--- src/rtl/pwr_req_pkg.sv ---
package pwr_req_pkg;
   localparam int NUM_REQ     = 4;
   localparam int REQ_BUS_ON  = 0;
   localparam int REQ_BUS_OFF = 1;
   localparam int REQ_IO_HIGH = 2;
   localparam int REQ_IO_LOW  = 3;
   typedef logic [NUM_REQ-1:0] req_vec_t;
endpackage

--- src/rtl/pwr_req_decode.sv ---
module pwr_req_decode
   import pwr_req_pkg::*;
#(
   parameter int ADDR_W   = 3,
   parameter int DATA_W   = 32,
   parameter int PWR_ADDR = 0,
   parameter int HC2_ADDR = 1,
   parameter int RST_ADDR = 2,
   parameter int ACK_ADDR = 3,
   parameter int MSK_ADDR = 4,
   parameter int PWR_BIT  = 0,
   parameter int VSEL_BIT = 3,
   parameter int RST_BIT  = 1
) (
   input  logic              clk,
   input  logic              rst_n,
   input  logic              cap_en,
   input  logic              wr_en,
   input  logic [ADDR_W-1:0] wr_addr,
   input  logic [DATA_W-1:0] wr_data,
   output req_vec_t          evt,
   output logic              ack_we,
   output req_vec_t          ack_bits,
   output logic              msk_we,
   output req_vec_t          msk_bits,
   output logic              bus_on_q,
   output logic              io_low_q
);
   logic hit_pwr, hit_hc2, hit_rst;
   logic pwr_new, vsel_new, rst_req, vsel_live;

   always_comb begin
      hit_pwr   = wr_en && (wr_addr == ADDR_W'(PWR_ADDR));
      hit_hc2   = wr_en && (wr_addr == ADDR_W'(HC2_ADDR));
      hit_rst   = wr_en && (wr_addr == ADDR_W'(RST_ADDR));
      ack_we    = wr_en && (wr_addr == ADDR_W'(ACK_ADDR));
      msk_we    = wr_en && (wr_addr == ADDR_W'(MSK_ADDR));
      ack_bits  = wr_data[NUM_REQ-1:0];
      msk_bits  = wr_data[NUM_REQ-1:0];
      pwr_new   = wr_data[PWR_BIT];
      vsel_new  = wr_data[VSEL_BIT];
      rst_req   = hit_rst && wr_data[RST_BIT];
      vsel_live = hit_hc2 && cap_en;
   end

   always_comb begin
      evt              = '0;
      evt[REQ_BUS_ON]  = hit_pwr && pwr_new && !bus_on_q;
      evt[REQ_BUS_OFF] = (hit_pwr && !pwr_new && bus_on_q) || rst_req;
      evt[REQ_IO_HIGH] = (vsel_live && !vsel_new && io_low_q) || (rst_req && io_low_q);
      evt[REQ_IO_LOW]  = vsel_live && vsel_new && !io_low_q;
   end

   always_ff @(posedge clk or negedge rst_n) begin
      if (!rst_n) begin
         bus_on_q <= 1'b0;
         io_low_q <= 1'b0;
      end else if (rst_req) begin
         bus_on_q <= 1'b0;
         io_low_q <= 1'b0;
      end else begin
         if (hit_pwr)   bus_on_q <= pwr_new;
         if (vsel_live) io_low_q <= vsel_new;
      end
   end

   // a power write that repeats the held value posts no bus request
   a_r2_same_value_silent: assert property (@(posedge clk) disable iff (!rst_n)
      (hit_pwr && (pwr_new == bus_on_q)) |-> !evt[REQ_BUS_ON] && !(evt[REQ_BUS_OFF] && !rst_req));

   // with the capability strap low the select never leaves 3.3 V
   a_r4_select_held: assert property (@(posedge clk) disable iff (!rst_n)
      !cap_en |-> !io_low_q);

   // a select write leaves the held state equal to the written bit
   a_r3_select_tracks: assert property (@(posedge clk) disable iff (!rst_n)
      vsel_live |=> io_low_q == $past(vsel_new));
endmodule

--- src/rtl/pwr_req_status.sv ---
module pwr_req_status
   import pwr_req_pkg::*;
#(
   parameter bit IRQ_REG = 1'b0
) (
   input  logic     clk,
   input  logic     rst_n,
   input  req_vec_t evt,
   input  logic     ack_we,
   input  req_vec_t ack_bits,
   input  logic     msk_we,
   input  req_vec_t msk_bits,
   output req_vec_t status,
   output logic     irq
);
   req_vec_t mask_q;
   logic     irq_raw;

   for (genvar i = 0; i < NUM_REQ; i++) begin : g_req
      always_ff @(posedge clk or negedge rst_n) begin
         if (!rst_n)                     status[i] <= 1'b0;
         else if (evt[i])                status[i] <= 1'b1;
         else if (ack_we && ack_bits[i]) status[i] <= 1'b0;
      end

      // a pending request only drops through its acknowledge bit
      a_r7_sticky: assert property (@(posedge clk) disable iff (!rst_n)
         (status[i] && !(ack_we && ack_bits[i])) |=> status[i]);

      // an acknowledge without a coincident event clears the bit
      a_r6_ack_clears: assert property (@(posedge clk) disable iff (!rst_n)
         (ack_we && ack_bits[i] && !evt[i]) |=> !status[i]);

      // an event is visible as pending in the next cycle
      a_r7_event_posts: assert property (@(posedge clk) disable iff (!rst_n)
         evt[i] |=> status[i]);
   end

   always_ff @(posedge clk or negedge rst_n) begin
      if (!rst_n)      mask_q <= '1;
      else if (msk_we) mask_q <= msk_bits;
   end

   assign irq_raw = |(status & mask_q);

   if (IRQ_REG) begin : g_irq_flop
      always_ff @(posedge clk or negedge rst_n) begin
         if (!rst_n) irq <= 1'b0;
         else        irq <= irq_raw;
      end
   end else begin : g_irq_comb
      assign irq = irq_raw;
   end

   // no pending request means no interrupt once the pipeline has drained
   a_r8_quiet: assert property (@(posedge clk) disable iff (!rst_n)
      (status == '0 && $past(status == '0)) |-> !irq);
endmodule

--- src/rtl/pwr_req_irq_unit.sv ---
module pwr_req_irq_unit
   import pwr_req_pkg::*;
#(
   parameter int ADDR_W   = 3,
   parameter int DATA_W   = 32,
   parameter int PWR_ADDR = 0,
   parameter int HC2_ADDR = 1,
   parameter int RST_ADDR = 2,
   parameter int ACK_ADDR = 3,
   parameter int MSK_ADDR = 4,
   parameter int PWR_BIT  = 0,
   parameter int VSEL_BIT = 3,
   parameter int RST_BIT  = 1,
   parameter bit IRQ_REG  = 1'b0
) (
   input  logic              clk,
   input  logic              rst_n,
   input  logic              cap_switch_en,
   input  logic              wr_en,
   input  logic [ADDR_W-1:0] wr_addr,
   input  logic [DATA_W-1:0] wr_data,
   output logic              irq,
   output logic [3:0]        irq_status,
   output logic              bus_pwr_en,
   output logic              io_low_en
);
   localparam int NUM_REGS = 5;

   if (DATA_W < NUM_REQ) begin : g_chk_dw
      $error("DATA_W must hold the request vector");
   end
   if (PWR_BIT >= DATA_W || VSEL_BIT >= DATA_W || RST_BIT >= DATA_W) begin : g_chk_bits
      $error("watched bit position outside the data word");
   end
   if ((1 << ADDR_W) < NUM_REGS) begin : g_chk_aw
      $error("ADDR_W too small for the register set");
   end
   if (PWR_ADDR == HC2_ADDR || PWR_ADDR == RST_ADDR || PWR_ADDR == ACK_ADDR ||
       PWR_ADDR == MSK_ADDR || HC2_ADDR == RST_ADDR || HC2_ADDR == ACK_ADDR ||
       HC2_ADDR == MSK_ADDR || RST_ADDR == ACK_ADDR || RST_ADDR == MSK_ADDR ||
       ACK_ADDR == MSK_ADDR) begin : g_chk_addr
      $error("register offsets must be distinct");
   end

   req_vec_t evt, ack_bits, msk_bits, status;
   logic     ack_we, msk_we, bus_on_q, io_low_q;

   pwr_req_decode #(
      .ADDR_W(ADDR_W), .DATA_W(DATA_W),
      .PWR_ADDR(PWR_ADDR), .HC2_ADDR(HC2_ADDR), .RST_ADDR(RST_ADDR),
      .ACK_ADDR(ACK_ADDR), .MSK_ADDR(MSK_ADDR),
      .PWR_BIT(PWR_BIT), .VSEL_BIT(VSEL_BIT), .RST_BIT(RST_BIT)
   ) u_decode (
      .clk(clk), .rst_n(rst_n), .cap_en(cap_switch_en),
      .wr_en(wr_en), .wr_addr(wr_addr), .wr_data(wr_data),
      .evt(evt), .ack_we(ack_we), .ack_bits(ack_bits),
      .msk_we(msk_we), .msk_bits(msk_bits),
      .bus_on_q(bus_on_q), .io_low_q(io_low_q)
   );

   pwr_req_status #(.IRQ_REG(IRQ_REG)) u_status (
      .clk(clk), .rst_n(rst_n), .evt(evt),
      .ack_we(ack_we), .ack_bits(ack_bits),
      .msk_we(msk_we), .msk_bits(msk_bits),
      .status(status), .irq(irq)
   );

   assign irq_status = status;
   assign bus_pwr_en = bus_on_q;
   assign io_low_en  = io_low_q;

   // regulator enable shows the written power bit one cycle after the write
   a_r2_bus_follows: assert property (@(posedge clk) disable iff (!rst_n)
      (wr_en && wr_addr == ADDR_W'(PWR_ADDR)) |=> bus_pwr_en == $past(wr_data[PWR_BIT]));

   // a reset request drops both outputs and leaves bus-off pending
   a_r5_reset_request: assert property (@(posedge clk) disable iff (!rst_n)
      (wr_en && wr_addr == ADDR_W'(RST_ADDR) && wr_data[RST_BIT])
      |=> !bus_pwr_en && !io_low_en && irq_status[REQ_BUS_OFF]);

   // select writes leave the pad output low while the strap is low
   a_r4_pad_low: assert property (@(posedge clk) disable iff (!rst_n)
      (wr_en && wr_addr == ADDR_W'(HC2_ADDR) && !cap_switch_en) |=> !io_low_en);
endmodule

--- config.mk ---
export PLATFORM = sky130hd
export DESIGN_NAME = pwr_req_irq_unit
export DESIGN_NICKNAME = d
export VERILOG_FILES = /design/src/rtl/pwr_req_pkg.sv /design/src/rtl/pwr_req_decode.sv /design/src/rtl/pwr_req_status.sv /design/src/rtl/pwr_req_irq_unit.sv
export SDC_FILE = /design/constraint.sdc
export NUM_CORES = 1
export LEC_CHECK = 0
export BUFFER_PORTS_ARGS = -buffer_cell sky130_fd_sc_hd__buf_2
export CAP_MARGIN = 20
export CORE_UTILIZATION = 35
export CTS_BUF_LIST = sky130_fd_sc_hd__clkbuf_16
export CTS_CLUSTER_SIZE = 12
export DETAILED_ROUTE_END_ITERATION = 6
export GPL_ROUTABILITY_DRIVEN = 0
export PLACE_DENSITY = 0.74
export SYNTH_ARGS = -nofsm -noshare
export SYNTH_HDL_FRONTEND = slang
export SYNTH_SLANG_ARGS = --single-unit
--- constraint.sdc ---
create_clock -name clk -period 1.1 [get_ports clk]
set_input_delay 0.33 -clock clk [delete_from_list [all_inputs] [get_ports clk]]
set_output_delay 0.33 -clock clk [all_outputs]
set_load 0.005 [all_outputs]
==> results of run 1 <==
synthesized netlist by cell type, drive strengths merged:
cell type and count:
mux2i 1, nor4 1, nor3b 1, a21oi 1, and4b 1, nor3 1
a32o 1, a21boi 1, dfrtp 6, dfstp 4, nor2 2, mux2 4
a221o 2, inv 2, o21ba 1, and3b 2, a22oi 2, and3 1
nor2b 1, nor4b 1, nand2 5, nand2b 1, a41o 1
flip-flops by register name, indices dropped and copies added (netlist names):
signal and flops:
u_decode.bus_on_q 1, u_decode.io_low_q 1, u_status.mask_q 4, u_status.status 4
area by class of cell:
| type | instances | area (um^2) |
|---|---|---|
| clock buffer | 3 | 75.1 |
| tap | 15 | 18.8 |
| clock inverter | 1 | 3.75 |
| multi-input combinational | 31 | 277 |
| sequential | 10 | 255 |
| timing repair buffer | 29 | 188 |
| fill | 104 | 526 |
| inverter | 2 | 7.51 |
cells by family after synthesis:
kind of cell    Yosys count  synth area share (%)
simple gates             17                  21.5
mux                       5                  13.4
flops                    10                  48.8
compound gates            9                  14.8
buf+inv                   2                  1.44
stage by stage:
step | total power, W | instances
3_5_place_dp | 0.000905 | 83
6_report | 0.00163 | 91
4_1_cts | 0.00162 | 90
2_1_floorplan | 0.000705 | 43
3_3_place_gp | 0.000889 | 83
5_1_grt | 0.00173 | 91
cells in the final DEF, fill, tap and decap left out, drive strengths merged:
master,n
nor3,1
nor3b,1
nor2b,1
nor4,1
mux2,4
nand2b,1
and4b,1
and3b,2
and3,1
dfstp,4
nor4b,1
a221o,2
a21boi,1
dlygate4sd3,1
nand2,5
buf,28
clkinv,1
clkbuf,3
nor2,2
o21ba,1
a21oi,1
mux2i,1
a41o,1
inv,2
a22oi,2
dfrtp,6
a32o,1
timing repair:
| item | CTS | global route |
|---|---|---|
| endpoints found under the setup margin | 4 | 6 |
| gates cloned | 0 | 0 |
| resized for setup | 3 | 2 |
| pin swaps | 0 | 3 |
| hold buffers | 1 | 0 |
| setup buffers | 2 | 1 |
| endpoints found under the hold margin | 6 | 0 |
worst register-to-register path, delay by kind of cell (launching register included):
| kind | cells | cell delay, ns |
|---|---|---|
| flops | 1 | 0.39 |
| compound gates | 1 | 0.29 |
| buf+inv | 2 | 0.25 |
where the power goes:
part	switching (W)	internal [W]	total (W)
combinational	0.000154	0.000286	0.000440
sequential	0.0000676	0.000482	0.000550
clock	0.000160	0.000476	0.000636
layer usage:
metal  GRT usage (%)  wire (um)  share of wire (%)  vias to the layer above
met3            4.89         31                2.4                        0
met4            10.0          0                  0                        0
met5               0          0                  0                        -
li1                -          -                  -                      232
met2            32.5        681                 54                        9
met1            21.0        556                 44                      245
final timing paths:
check                                   startpoint            endpoint  cells past startpoint
worst max-delay path            u_status.mask_q[0]                 irq                      3
worst max register to register  u_status.status[2]  u_status.status[2]                      3
max in group asynchronous                    rst_n  u_status.mask_q[3]                      2
min in group asynchronous                    rst_n  u_status.status[2]                      2
worst min register to register   u_decode.bus_on_q   u_decode.bus_on_q                      2
worst min-delay path                    wr_data[2]  u_status.mask_q[2]                      2
==> flow_metrics.env, run 1 <==
export IMPL_violations="setup timing"
export IMPL_totalWireLength_um=1270
export IMPL_routedWlPerCell_um=14.0
export IMPL_ant_nets=0
export IMPL_final_area_um2=825
export IMPL_drc=0
export IMPL_crit_required_ns=0.77
export IMPL_dp_slack_ns=-0.184
export IMPL_htree_levels=1
export IMPL_clock_path_buffers=2
export IMPL_tightest_slew_ns=0.365
export IMPL_row_count=13
export IMPL_drt_initial_drc_count=7
export IMPL_finClkSkew_ns=0.000501
export IMPL_cts_made_buffers=3
export IMPL_cts_sinks=10
export IMPL_dieArea_mm2=0.00165
export IMPL_grt_overflow=0
export IMPL_cp_max_fo=2
export IMPL_vdd_ir_drop_worst_v=0.000958
export IMPL_diodes=0
export IMPL_fin_util_pct=61.1
export IMPL_synthCells=43
export IMPL_synth_nets=82
export IMPL_drt_first_pass_iters=4
export IMPL_rsz0062_at_grt="yes"
export IMPL_netlist_area_um2=523
export IMPL_drv_slew=0
export IMPL_via_per_inst=5.34
export IMPL_end_kind="output pin"
export IMPL_hold_ws_ns=0.346
export IMPL_post_route_min_period_ns=1.33
export IMPL_die_h_um=40.7
export IMPL_hold_class="input port to register"
export IMPL_crit_type="register to output pin"
export IMPL_place_area_um2=692
export IMPL_hold_viol_final=0
export IMPL_antenna_found_initial=0
export IMPL_critPathLaunchType="register"
export IMPL_netlist_top_cells_area="dfrtp_1 29%, dfstp_2 20%, mux2_4 11%, a221o_1 3.8%, nand2_1 3.6%"
export IMPL_slew_headroom_pct=75.6
export IMPL_io_pins=46
export IMPL_synth_cell_types=24
export IMPL_synth_seq_area_share_pct=48.8
export IMPL_fin_crit_sh_pct=121
export IMPL_grt_usage_pct=18.9
export IMPL_start_util_pct=38.7
export IMPL_leakage_nw=0.406
export IMPL_arrival_ns=1.00
export IMPL_drive_gt1_share_pct=59.2
export IMPL_grt_pass1_wl_um=1990
export IMPL_area_growth_pct=57.7
export IMPL_numPortBuffers=17
export IMPL_vias=486
export IMPL_cp_slowest_stage_delay_ns=0.53
export IMPL_yosys_register_bits=10
export IMPL_crit_family="flip-flops"
export IMPL_status="finished with violations"
export IMPL_grt_max_degree=11
export IMPL_finalWorstSetupSlack_ns=-0.229
export IMPL_cts_root_buf="clkbuf_16"
export IMPL_setup_violations=5
export IMPL_insertion_delay_ns=0.23
export IMPL_synth_top_cell_area_share_pct=28.7
export IMPL_fmax_mhz=753
export IMPL_cts_tree="yes"
export IMPL_crit_chain="a22oi_2 > nand2_1 > buf_2"
export IMPL_design_core_area_mm2=0.00135
export IMPL_die_w_um=40.7
export IMPL_crit_buf_inv=1
export IMPL_rrSetupSlack_ns=0.05
export IMPL_slowest_stage="dfstp_2"
export IMPL_hpwl_um=924
export IMPL_maxCapViolCount=0
export IMPL_power_density_mw_per_mm2=1970
export IMPL_synth_top_area_cell="dfrtp_1"
export IMPL_path_clk_slew_ns=0.04
export IMPL_tns_ns=-0.641
export IMPL_grt_pass1_vias=491
export IMPL_syn_avg_cell_area_um2=12.2
export IMPL_nNetsFinal=116
export IMPL_synth_warning_count=0
No activity file was read; power rests on OpenSTA's default activity.
==> run 2: changes to the inputs <==
--- a/config.mk
+++ b/config.mk
@@ -8,7 +8,6 @@
 export BUFFER_PORTS_ARGS = -buffer_cell sky130_fd_sc_hd__buf_2
 export CAP_MARGIN = 20
 export CORE_UTILIZATION = 35
-export CTS_BUF_LIST = sky130_fd_sc_hd__clkbuf_16
 export CTS_CLUSTER_SIZE = 12
 export DETAILED_ROUTE_END_ITERATION = 6
 export GPL_ROUTABILITY_DRIVEN = 0
==> constraint.sdc (replaced) <==
create_clock -name clk -period 1.1 [get_ports clk]
set_input_delay 0.33 -clock clk [delete_from_list [all_inputs] [get_ports clk]]
set_output_delay 0.33 -clock clk [all_outputs]
set_load 0.1 [all_outputs]
==> flow_metrics.env, run 2 (synthesis results as in run 1) <==
export IMPL_hpwl_um=1000
export IMPL_start_util_pct=38.7
export IMPL_grt_pass1_wl_um=2120
export IMPL_design_core_area_mm2=0.00135
export IMPL_drv_slew=0
export IMPL_row_count=13
export IMPL_critPathLaunchType="register"
export IMPL_regToRegStartpoint="u_decode.bus_on_q"
export IMPL_violations="setup timing"
export IMPL_cts_root_buf="clkbuf_4"
export IMPL_setup_violations=9
export IMPL_dieArea_mm2=0.00165
export IMPL_rsz0062_at_grt="yes"
export IMPL_numPortBuffers=17
export IMPL_area_growth_pct=82.1
export IMPL_power_density_mw_per_mm2=2370
export IMPL_final_instance_count_excl_fill=93
export IMPL_slew_headroom_pct=82.8
export IMPL_cp_startpoint="u_status.status[0]"
export IMPL_met3_usage_pct=8.15
export IMPL_worstHoldPathCells=2
export IMPL_antenna_found_initial=0
export IMPL_cp_max_fo=2
export IMPL_drt_first_pass_iters=4
export IMPL_diodes=0
export IMPL_die_h_um=40.7
export IMPL_post_route_min_period_ns=1.54
export IMPL_maxCapViolCount=0
export IMPL_leakage_nw=0.429
export IMPL_grtUsageMet1_pct=24.2
export IMPL_fin_crit_sh_pct=140
export IMPL_grt_overflow=0
export IMPL_layout_commonest_cell="buf_2"
export IMPL_ant_nets=0
export IMPL_crit_required_ns=0.77
export IMPL_rrSetupSlack_ns=-0.01
export IMPL_htree_levels=1
export IMPL_io_pins=46
export IMPL_r2r_cells=4
export IMPL_arrival_ns=1.21
export IMPL_path_clk_slew_ns=0.07
export IMPL_end_kind="output pin"
export IMPL_drive_gt1_share_pct=74.4
export IMPL_nNetsFinal=118
export IMPL_drc=0
export IMPL_insertion_delay_ns=0.27
export IMPL_grt_pass1_vias=510
export IMPL_tightest_slew_ns=0.256
export IMPL_crit_type="register to output pin"
export IMPL_cp_endpoint="irq"
export IMPL_fmax_mhz=650
export IMPL_num_fill_cells=100
export IMPL_grt_max_degree=11
export IMPL_mostFrequentLayoutCells="10 x buf_2, 8 x buf_4, 7 x buf_12"
export IMPL_dp_slack_ns=-0.168
export IMPL_grt_use_met2_pct=33.7
export IMPL_totalWireLength_um=1280
export IMPL_clock_path_buffers=2
export IMPL_vdd_ir_drop_worst_v=0.00165
export IMPL_hold_viol_final=0
export IMPL_vias=482
export IMPL_status="finished with violations"
export IMPL_die_w_um=40.7
export IMPL_multi_input_area_um2=290
export IMPL_busiest_layer="met2"
export IMPL_finalWorstSetupSlack_ns=-0.438
export IMPL_cts_made_buffers=3
export IMPL_top_regs="u_status.mask_q (4), u_status.status (4)"
export IMPL_drt_initial_drc_count=10
export IMPL_regArea_um2=278
export IMPL_dp_cells=85
export IMPL_fin_total_pwr_w=0.00226
export IMPL_cts_sinks=10
export IMPL_place_area_um2=860
export IMPL_hold_class="input port to register"
export IMPL_cts_tree="yes"
export IMPL_finClkSkew_ns=0.00357
export IMPL_via_per_inst=5.18
export IMPL_grt_usage_pct=20.6
export IMPL_reg2reg_to="u_status.status[1]"
export IMPL_routedWlPerCell_um=13.8
export IMPL_final_area_um2=952
[run 2: worst min path at each step]
stage / startpoint / end / slack [ns]
2_1_floorplan: rst_n / u_decode.bus_on_q / 0.03
3_3_place_gp: rst_n / u_status.status[1] / 0.20
3_5_place_dp: rst_n / u_status.status[3] / 0.20
4_1_cts: wr_data[2] / u_status.mask_q[2] / 0.31
5_1_grt: wr_data[2] / u_status.mask_q[2] / 0.30
6_report: wr_data[2] / u_status.mask_q[2] / 0.31
[run 2: metal layers]
layer	part of all wire (%)	vias to the layer above
met5	0	-
met4	0.86	0
met3	4.5	2
met2	50	17
met1	45	230
li1	-	233
[run 2: area by class of cell]
cell class	instances	share of cell area, %
repair buffers	31	33.2
multi-input cells	31	30.5
flip-flops and latches	10	29.2
clock buffers	4	3.81
well taps	15	1.97
inverters	2	1.31
[run 2: critical path, cell delays in order, from the launching register on]
cell and delay (ns):
dfrtp_4 0.48, a22oi_2 0.22, nand2_4 0.07, buf_12 0.17
[run 2: repair_timing]
item,CTS,global route
setup endpoints to repair,7,9
gates resized for setup,5,3
hold buffers,1,0
setup buffers,3,1
pin swaps,1,3
endpoints found under the hold margin,6,0
[run 2: power by group]
part | switching, W | internal (W) | total, W
clock | 0.000137 | 0.000201 | 0.000338
sequential | 0.0000813 | 0.000516 | 0.000597
combinational | 0.000756 | 0.000566 | 0.00132
total | 0.000974 | 0.00128 | 0.00226
[run 2: through the flow]
stage / hold WS (ns) / util, % / TNS (ns)
after floorplan: 0.0344 / - / -0.419
after global placement: 0.201 / 63.7 / -1.36
after detailed placement: 0.204 / 63.7 / -1.45
after CTS: 0.310 / 70.2 / -2.10
after global routing: 0.298 / 70.5 / -2.27
final: 0.315 / 70.5 / -2.02
